**config.mk**
```make
export PLATFORM = sky130hd
export DESIGN_NAME = boot_mode_ctrl
export DESIGN_NICKNAME = d
export VERILOG_FILES = /design/src/rtl/bootctl_pkg.sv /design/src/rtl/bootctl_rst_sync.sv /design/src/rtl/bootctl_fields.sv /design/src/rtl/bootctl_decide.sv /design/src/rtl/boot_mode_ctrl.sv
export SDC_FILE = /design/constraint.sdc
export NUM_CORES = 1
export LEC_CHECK = 0
export ABC_CLOCK_PERIOD_IN_PS = 1900
export BUFFER_PORTS_ARGS = -buffer_cell sky130_fd_sc_hd__buf_4
export CAP_MARGIN = 20
export CORE_MARGIN = 1
export CORE_UTILIZATION = 40
export DETAILED_ROUTE_END_ITERATION = 10
export PLACE_DENSITY = 0.72
export SLEW_MARGIN = 5
export SYNTH_ARGS = -nofsm -noshare
export SYNTH_HDL_FRONTEND = slang
export SYNTH_HIERARCHICAL = 1
export SYNTH_SLANG_ARGS = --single-unit
```
**constraint.sdc**
```tcl
create_clock -name clk -period 1.9 [get_ports clk]
set_input_delay 0.19 -clock clk [delete_from_list [all_inputs] [get_ports clk]]
set_output_delay 0.19 -clock clk [all_outputs]
set_load 0.005 [all_outputs]
```
**src/rtl/bootctl_pkg.sv**
```systemverilog
package bootctl_pkg;
  localparam int REG_W   = 8;
  localparam int TXC_BIT = 0;
  localparam int BEN_BIT = 1;
  localparam int SEL_LSB = 2;
  localparam int SEL_W   = 2;
  localparam int DBG_W   = SEL_W + 1;
  localparam int DBG_BEN = SEL_W;

  typedef enum logic [1:0] {
    SRC_NONE = 2'd0,
    SRC_JTAG = 2'd1,
    SRC_UART = 2'd2,
    SRC_BAD  = 2'd3
  } boot_src_e;
endpackage

```
**src/rtl/bootctl_rst_sync.sv**
```systemverilog
module bootctl_rst_sync #(
  parameter int STAGES = 2
) (
  input  logic clk,
  input  logic arst_n,
  output logic srst_n
);
  logic [STAGES-1:0] sh_q;
  logic [STAGES-1:0] sh_d;

  always_comb begin
    sh_d = {sh_q[STAGES-2:0], 1'b1};
  end

  always_ff @(posedge clk or negedge arst_n) begin
    if (!arst_n) sh_q <= '0;
    else         sh_q <= sh_d;
  end

  assign srst_n = sh_q[STAGES-1];
endmodule

```
**src/rtl/bootctl_fields.sv**
```systemverilog
module bootctl_fields
  import bootctl_pkg::*;
(
  input  logic             clk,
  input  logic             cfg_rst_n,
  input  logic             cpu_wr,
  input  logic             wr_ben,
  input  logic [SEL_W-1:0] wr_sel,
  input  logic             dbg_upd,
  input  logic [DBG_W-1:0] dbg_data,
  input  logic             rod,
  output logic             eff_ben,
  output logic [SEL_W-1:0] eff_sel
);
  logic             cpu_ben_q, cpu_ben_d;
  logic [SEL_W-1:0] cpu_sel_q, cpu_sel_d;
  logic             dbg_ben_q, dbg_ben_d;
  logic [SEL_W-1:0] dbg_sel_q, dbg_sel_d;

  always_comb begin
    cpu_ben_d = cpu_ben_q;
    cpu_sel_d = cpu_sel_q;
    if (cpu_wr) begin
      cpu_ben_d = wr_ben;
      cpu_sel_d = wr_sel;
    end
    dbg_ben_d = dbg_ben_q;
    if (rod)          dbg_ben_d = 1'b0;
    else if (dbg_upd) dbg_ben_d = dbg_data[DBG_BEN];
    dbg_sel_d = dbg_sel_q;
    if (cpu_wr)       dbg_sel_d = '0;
    else if (dbg_upd) dbg_sel_d = dbg_data[SEL_W-1:0];
  end

  always_ff @(posedge clk or negedge cfg_rst_n) begin
    if (!cfg_rst_n) begin
      cpu_ben_q <= 1'b0;
      cpu_sel_q <= '0;
      dbg_ben_q <= 1'b0;
      dbg_sel_q <= '0;
    end else begin
      cpu_ben_q <= cpu_ben_d;
      cpu_sel_q <= cpu_sel_d;
      dbg_ben_q <= dbg_ben_d;
      dbg_sel_q <= dbg_sel_d;
    end
  end

  assign eff_ben = cpu_ben_q | dbg_ben_q;
  assign eff_sel = cpu_sel_q | dbg_sel_q;

  AST_WR_SEL_EXACT: assert property (@(posedge clk) disable iff (!cfg_rst_n)
    cpu_wr |=> (eff_sel == $past(wr_sel)));
  AST_ROD_DROPS_DBG: assert property (@(posedge clk) disable iff (!cfg_rst_n)
    rod |=> (eff_ben == cpu_ben_q));
endmodule

```
**src/rtl/bootctl_decide.sv**
```systemverilog
module bootctl_decide
  import bootctl_pkg::*;
(
  input  logic             clk,
  input  logic             cfg_rst_n,
  input  logic             any_rst_n,
  input  logic             eff_ben,
  input  logic [SEL_W-1:0] eff_sel,
  output logic             boot_loader,
  output logic             src_jtag,
  output logic             src_uart,
  output logic             src_invalid
);
  logic      seen_q;
  logic      release_pulse;
  logic      ldr_q, ldr_d;
  boot_src_e src_q, src_d;
  boot_src_e src_pick;

  always_ff @(posedge clk or negedge any_rst_n) begin
    if (!any_rst_n) seen_q <= 1'b0;
    else            seen_q <= 1'b1;
  end

  assign release_pulse = any_rst_n & ~seen_q;

  always_comb begin
    if (!eff_ben)                src_pick = SRC_NONE;
    else if (eff_sel[SEL_W-1])   src_pick = SRC_BAD;
    else if (eff_sel[0])         src_pick = SRC_UART;
    else                         src_pick = SRC_JTAG;
    ldr_d = ldr_q;
    src_d = src_q;
    if (release_pulse) begin
      ldr_d = eff_ben;
      src_d = src_pick;
    end
  end

  always_ff @(posedge clk or negedge cfg_rst_n) begin
    if (!cfg_rst_n) begin
      ldr_q <= 1'b0;
      src_q <= SRC_NONE;
    end else begin
      ldr_q <= ldr_d;
      src_q <= src_d;
    end
  end

  assign boot_loader = ldr_q;
  assign src_jtag    = (src_q == SRC_JTAG);
  assign src_uart    = (src_q == SRC_UART);
  assign src_invalid = (src_q == SRC_BAD);

  AST_DECISION_HELD: assert property (@(posedge clk) disable iff (!cfg_rst_n)
    !release_pulse |=> ($stable(boot_loader) && $stable(src_q)));
  AST_DECISION_TAKEN: assert property (@(posedge clk) disable iff (!cfg_rst_n)
    release_pulse |=> (boot_loader == $past(eff_ben)));
  AST_SRC_ONEHOT: assert property (@(posedge clk) disable iff (!cfg_rst_n)
    $onehot0({src_jtag, src_uart, src_invalid}));
  AST_APP_NO_SRC: assert property (@(posedge clk) disable iff (!cfg_rst_n)
    !boot_loader |-> !(src_jtag || src_uart || src_invalid));
endmodule

```
**src/rtl/boot_mode_ctrl.sv**
```systemverilog
module boot_mode_ctrl
  import bootctl_pkg::*;
#(
  parameter int SYNC_STAGES = 2
) (
  input  logic             clk,
  input  logic             por_n,
  input  logic             tlr_n,
  input  logic             sys_rst_n,
  input  logic             cpu_wr_en,
  input  logic [REG_W-1:0] cpu_wr_data,
  output logic [REG_W-1:0] cpu_rd_data,
  input  logic             dbg_upd,
  input  logic [DBG_W-1:0] dbg_data,
  input  logic             rod,
  input  logic             txc_in,
  output logic             boot_loader,
  output logic             src_jtag,
  output logic             src_uart,
  output logic             src_invalid
);
  logic             cfg_rst_n;
  logic             any_rst_n;
  logic             eff_ben;
  logic [SEL_W-1:0] eff_sel;
  logic             wr_unused;

  assign wr_unused = ^{cpu_wr_data[REG_W-1:SEL_LSB+SEL_W], cpu_wr_data[TXC_BIT]};

  bootctl_rst_sync #(.STAGES(SYNC_STAGES)) u_cfg_sync (
    .clk(clk), .arst_n(por_n & tlr_n), .srst_n(cfg_rst_n));

  bootctl_rst_sync #(.STAGES(SYNC_STAGES)) u_any_sync (
    .clk(clk), .arst_n(por_n & tlr_n & sys_rst_n), .srst_n(any_rst_n));

  bootctl_fields u_fields (
    .clk(clk), .cfg_rst_n(cfg_rst_n),
    .cpu_wr(cpu_wr_en),
    .wr_ben(cpu_wr_data[BEN_BIT]),
    .wr_sel(cpu_wr_data[SEL_LSB +: SEL_W]),
    .dbg_upd(dbg_upd), .dbg_data(dbg_data), .rod(rod),
    .eff_ben(eff_ben), .eff_sel(eff_sel));

  bootctl_decide u_decide (
    .clk(clk), .cfg_rst_n(cfg_rst_n), .any_rst_n(any_rst_n),
    .eff_ben(eff_ben), .eff_sel(eff_sel),
    .boot_loader(boot_loader), .src_jtag(src_jtag),
    .src_uart(src_uart), .src_invalid(src_invalid));

  always_comb begin
    cpu_rd_data                   = '0;
    cpu_rd_data[TXC_BIT]          = txc_in;
    cpu_rd_data[BEN_BIT]          = eff_ben;
    cpu_rd_data[SEL_LSB +: SEL_W] = eff_sel;
  end

  AST_READ_RESERVED_ZERO: assert property (@(posedge clk) disable iff (!cfg_rst_n)
    (cpu_rd_data[REG_W-1:SEL_LSB+SEL_W] == '0) && (cpu_rd_data[TXC_BIT] == txc_in));
endmodule

```
==> run metrics, run 1 <==
Area Growth Syn to Fin 31.93%; antenna violations before repair 0; Synth area leaders dfrtp_1 (59%), buf_4 (7.6%), mux2_2 (5.7%); first-pass GRT wire length 1276 µm; Critical path destination cpu_rd_data[1]; max-slew violation count 0; area leader, netlist dfrtp_1; clock sinks 14; Placed Area 723.2 µm²; clock skew 3.298 ps; Die X 40.59 µm; synth warn 6; Setup TNS Final 0 ps; launch point of the critical path u_fields/dbg_ben_q$_DFFE_PN0P_; hold slack 48.12 ps; RSZ-0062 raised after global routing false; maximum fanout along the worst path 4; multi-input logic area 207.7 µm²; Nets 94; Hold Crit Class reg -> async; final setup fails 0; CTS Buf Count 3; R2R setup slack 800 ps; row cnt 13; Mapped Cells 50; initial core utilization 44.11%; Buffers on Ports 19; DP HPWL 744.4 µm; # IOs 31; Max Buffers Root-to-Sink 2; crit share post-route 69.18%; All-Layer GR Usage 12.88%; MaxCap Viol Count 0; Leakage 0.4133 nW; Pint 0.0004755 W; crit path DAT 1120 ps; antenna cells 0; Synth top area share 58.82%; WL/cell 10.53 µm; Gates resized, CTS repair 0; PD cells 790.9 nW/µm²; P_sw 0.0001459 W; mean area per synthesized cell 11.91 µm²; FF-to-FF path depth 2; VDD IR-drop max 0.4066 mV; largest net degree at the start of global routing 10; Tmin final 1314 ps; Hold Violations, Final 0; sequential share of power 55.5%; Vias/cell 4.420; Sw Share 23.48%; First-pass DRT Iterations 4; GP Congestion 0.5782; Yosys reg bits 14; DRC Markers 0; Clk pwr share 25.8%; WP data required 1710 ps; CP Class reg -> out; total wire length 927 µm; sequential-to-total area share from yosys stat 58.82%; crit path launch type register; fraction of layout cells with a size suffix above 1 41.10%; area of the die 1647 µm²; mapped cell area 595.6 µm²; FF+latch area 350.3 µm²; total global routing overflow 0; CTS H-tree depth 1; Clk Latency, worst-skew pair 270 ps; clock root cell clkbuf_4; vias in the first global route 319; detailed-route via count 389; Initial DRC Count 6; Clock Pin Slew Worst Setup and Hold Paths 80 ps; core area 1350 µm²; Critical Path End Type primary output; f_max 760.8 MHz; reg2reg end u_decide/boot_loader$_DFFE_PN0P_; FILL cells 123; status completed; Final Total Pwr 0.0006214 W; CTS tree built; Unique masters post-synth 15; Final Instance Area 785.8 µm²; Comb power frac 18.7%; Reg-to-Reg Start u_fields/dbg_ben_q$_DFFE_PN0P_; Final ANT Viol Nets 0; Die Y-Extent 40.59 µm
power by group through the flow:
stage | Combinational (W) | Sequential, W | Clock (W)
CTS | 0.000117 | 0.000346 | 0.000168
global placement | 0.000108 | 0.000349 | 0
detailed placement | 0.000111 | 0.000352 | 0
floorplan | 0.0000631 | 0.000345 | 0
finish | 0.000116 | 0.000345 | 0.000161
global route | 0.000131 | 0.000349 | 0.000183
layout by cell type (no fill, tap or decap):
| master | n |
|---|---|
| mux2i_1 | 3 |
| mux2_2 | 3 |
| clkbuf_4 | 3 |
| nor2b_1 | 2 |
| and2_1 | 2 |
| nor2_1 | 3 |
| dlygate4sd3_1 | 4 |
| buf_4 | 19 |
| conb_1 | 7 |
| dfrtp_1 | 14 |
| nand2_1 | 2 |
| o21ai_0 | 4 |
| inv_1 | 1 |
| and3_1 | 1 |
| nand2b_4 | 1 |
| or2_2 | 3 |
| mux2_4 | 1 |
how the worst min path moves through the flow:
stage / from / to / slack [ps] / cells past startpoint
2_1_floorplan: tlr_n / u_cfg_sync/sh_q[0]$_DFF_PN0_ / -4 / 1
3_3_place_gp: u_any_sync/sh_q[1]$_DFF_PN0_ / u_decide/seen_q$_DFF_PN0_ / 40 / 0
3_5_place_dp: u_any_sync/sh_q[1]$_DFF_PN0_ / u_decide/seen_q$_DFF_PN0_ / 50 / 0
4_1_cts: u_any_sync/sh_q[1]$_DFF_PN0_ / u_decide/seen_q$_DFF_PN0_ / 50 / 0
5_1_grt: rod / u_fields/dbg_ben_q$_DFFE_PN0P_ / 50 / 2
6_report: u_any_sync/sh_q[1]$_DFF_PN0_ / u_decide/seen_q$_DFF_PN0_ / 50 / 0
registers in the layout (all words and copies together), names as in the netlist:
register	count
u_any_sync/sh_q	2
u_cfg_sync/sh_q	2
u_decide/src_q	2
u_fields/cpu_sel_q	2
u_fields/dbg_sel_q	2
u_decide/boot_loader	1
u_decide/seen_q	1
u_fields/cpu_ben_q	1
u_fields/dbg_ben_q	1
layer usage:
| metal | global-route usage [%] | vias up | wire, µm | part of all wire, % |
|---|---|---|---|---|
| li1 | - | 192 | - | - |
| met1 | 14.34 | 180 | 370 | 40 |
| met2 | 20.24 | 15 | 492 | 53 |
| met5 | 0 | - | 0 | 0 |
| met4 | 8.333 | 0 | 6 | 0.65 |
| met3 | 5.000 | 2 | 57 | 6.1 |
worst max-delay path: stages (launching register included):
cell and delay (ps):
dfrtp_1 390, or2_2 330, buf_4 140
logic make-up after synthesis:
kind of cell | synth area share, %
flops | 58.82
simple gates | 13.87
mux | 13.23
buf+inv | 8.192
compound gates | 3.361
other cells | 2.520
stage by stage:
step	utilization, %	setup slack [ps]	instances
floorplan	-	857.5	53
global placement	53.57	829.1	81
detailed placement	53.57	809.9	81
CTS	58.20	566.0	88
global route	58.20	541.0	88
finish	58.20	585.6	88
timing repair:
action | 4_1_cts | 5_1_grt
setup buffers | 0 | 0
hold endpoints to repair | 4 | 0
hold buffers | 4 | 0
endpoints found under the setup margin | 0 | 0
layout make-up:
type / instances / area share, %
clock buffer: 3 / 2.866
inverter: 1 / 0.4777
multi-input combinational: 32 / 26.43
sequential: 14 / 44.59
tap: 15 / 2.389
timing repair buffer: 23 / 23.25
cells in the mapped netlist, drive strengths merged:
cell    instances
dfrtp          14
buf             6
conb            4
mux2            4
o21ai           4
mux2i           3
nor2            3
or2             3
and2            2
nand2           2
nor2b           2
and3            1
inv             1
nand2b          1
Power figures use the tool's default switching activity.
==> run 2, diff against run 1 <==
Settings changed: ABC_CLOCK_PERIOD_IN_PS 1900 to 1300.
Clock period 1.9 ns to 1.3 ns, I/O delays scaled along.
==> run metrics, run 2 (synthesis results as in run 1) <==
first-pass GRT wire length 1317 µm (was 1276 µm); CTS tree built (unchanged); All-Layer GR Usage 13.46% (was 12.88%); Clk Latency, worst-skew pair 260 ps (was 270 ps); Nets 95 (was 94); CP max stage cell dfrtp_1 (unchanged); CP Class reg -> out (unchanged); Hold Violations, Final 0 (unchanged); max-slew violation count 0 (unchanged); critical path cell sequence or2_2, buf_4 (unchanged); FF+latch area 350.3 µm² (unchanged); Max Used Layer met4 (unchanged); most common cell after layout, fill and taps aside buf_4 (unchanged); crit path DAT 1110 ps (was 1120 ps); Hold Crit Class reg -> async (unchanged); WP data required 1170 ps (was 1710 ps); # IOs 31 (unchanged); status completed (unchanged); DRC Markers 0 (unchanged); fraction of layout cells with a size suffix above 1 40.54% (was 41.10%); Leakage 0.4182 nW (was 0.4133 nW); crit-path leading delay family flip-flops (unchanged); f_max 807.7 MHz; RSZ-0062 raised after global routing false (unchanged); launch point of the critical path u_fields/cpu_sel_q[0]$_DFFE_PN0P_ (was u_fields/dbg_ben_q$_DFFE_PN0P_); area of the die 1647 µm² (unchanged); crit path launch type register (unchanged); WL/cell 10.45 µm (was 10.53 µm); CTS H-tree depth 1 (unchanged); Clock Pin Slew Worst Setup and Hold Paths 80 ps (about the same); vias in the first global route 316 (was 319); Met2 Wirelength 517 µm (was 492 µm); Die Y-Extent 40.59 µm (unchanged); initial core utilization 44.11% (unchanged); CP max stage delay 390 ps (about the same); detailed-route via count 388 (was 389); First-pass DRT Iterations 2 (was 4); reg2reg end u_decide/src_q[1]$_DFFE_PN0P_ (was u_decide/boot_loader$_DFFE_PN0P_); Bufs and invs on worst path 1 (unchanged); pre-CTS WS 209.8 ps (was 809.9 ps); fin util 59.13% (was 58.20%); clock skew 1.452 ps (was 3.298 ps); PD cells 1135 nW/µm² (was 790.9 nW/µm²); FILL cells 113 (was 123); Tmin final 1238 ps; Critical path destination cpu_rd_data[2] (was cpu_rd_data[1]); total global routing overflow 0 (unchanged); core area 1350 µm² (unchanged); FF-to-FF path depth 3 (was 2); Max Buffers Root-to-Sink 2 (unchanged); R2R setup slack 220 ps (was 800 ps); Vias/cell 4.360 (was 4.420); multi-input logic area 210.2 µm² (was 207.7 µm²); Reg-to-Reg Start u_fields/cpu_sel_q[0]$_DFFE_PN0P_ (was u_fields/dbg_ben_q$_DFFE_PN0P_); Buffers on Ports 19 (unchanged); CTS Buf Count 3 (unchanged); DP HPWL 734.2 µm (was 744.4 µm); maximum fanout along the worst path 3 (was 4); Final ANT Viol Nets 0 (unchanged); DR WL met3 52 µm (was 57 µm); critical path depth 2 (unchanged); row cnt 13 (unchanged); total wire length 930 µm (was 927 µm); VDD IR-drop max 0.6614 mV (was 0.4066 mV); # Post-CTS Setup Buffers 0 (unchanged); crit share post-route 95.24%; largest net degree at the start of global routing 10 (unchanged); Setup TNS Final 0 ps (unchanged); Area Growth Syn to Fin 34.03% (was 31.93%); clock sinks 14 (unchanged); antenna violations before repair 0 (unchanged); commonest cells after routing, fill and taps aside buf_4 (19), dfrtp_1 (14), conb_1 (7) (unchanged); clock root cell clkbuf_4 (unchanged); final setup fails 0 (unchanged); antenna cells 0 (unchanged); MaxCap Viol Count 0 (unchanged); GP Congestion 0.5774 (was 0.5782); Initial DRC Count 4 (was 6); setup ws final 61.88 ps (was 585.6 ps); met1 wire length 347 µm (was 370 µm); Critical Path End Type primary output (unchanged); Die X 40.59 µm (unchanged)
[run 2: cell types whose count changed in the layout (fill, tap and decap cells not counted)]
cell           before  now
dlygate4sd3_1       4    5
or2_2               3    2
or2_4               0    1
[run 2: metal layers]
metal / GRT usage, % / up-vias
li1: - / 193
met1: 15.03 / 180
met2: 21.43 / 13
met3: 5.000 / 2
met4: 8.333 / 0
met5: 0 / -
[run 2: cell type report]
| class | count | share of cell area [%] |
|---|---|---|
| Clock buffer | 3 | 2.821 |
| Tap cell | 15 | 2.351 |
| Sequential cell | 14 | 43.89 |
| Timing Repair Buffer | 24 | 24.14 |
| Multi-Input combinational cell | 32 | 26.33 |
| Inverter | 1 | 0.4702 |
[run 2: worst register-to-register path: stages, from the launching register on]
cell and delay (ps):
dfrtp_1 390, or2_2 320, o21ai_0 170, o21ai_0 100
[run 2: worst min-delay path by stage]
stage	from	depth (start not counted)	endpoint	slack, ps
after global placement	tlr_n	2	u_cfg_sync/sh_q[0]$_DFF_PN0_	30
after CTS	cpu_wr_en	2	u_fields/dbg_sel_q[1]$_DFFE_PN0P_	40
after global routing	cpu_wr_en	2	u_fields/dbg_sel_q[0]$_DFFE_PN0P_	40
after floorplan	tlr_n	1	u_cfg_sync/sh_q[0]$_DFF_PN0_	-60
final	u_any_sync/sh_q[1]$_DFF_PN0_	0	u_decide/seen_q$_DFF_PN0_	50
after detailed placement	tlr_n	2	u_cfg_sync/sh_q[0]$_DFF_PN0_	40
[run 2: timing repair]
item / CTS / global route
endpoints found under the hold margin: 5 / 0
resized for setup: 0 / 1
hold buffers: 5 / 0
endpoints found under the setup margin: 0 / 1
[run 2: report_power, final]
part           switching (W)  total (W)  leakage (nW)  internal, W
registers          0.0000286   0.000504         0.172     0.000475
clock network       0.000121   0.000228        0.0138     0.000107
logic              0.0000570   0.000174         0.232     0.000117
total               0.000207   0.000906         0.418     0.000699
[run 2: through the flow]
stage	cells	hold WS [ps]	cell area (µm²)	power [W]
after floorplan	53	-63.73	606.8	0.0005971
final	89	48.03	798.3	0.0009057
after CTS	89	38.70	795.8	0.0009227
after global routing	89	44.46	798.3	0.0009736
after detailed placement	81	44.05	723.2	0.0006760
after global placement	81	30.98	723.2	0.0006680
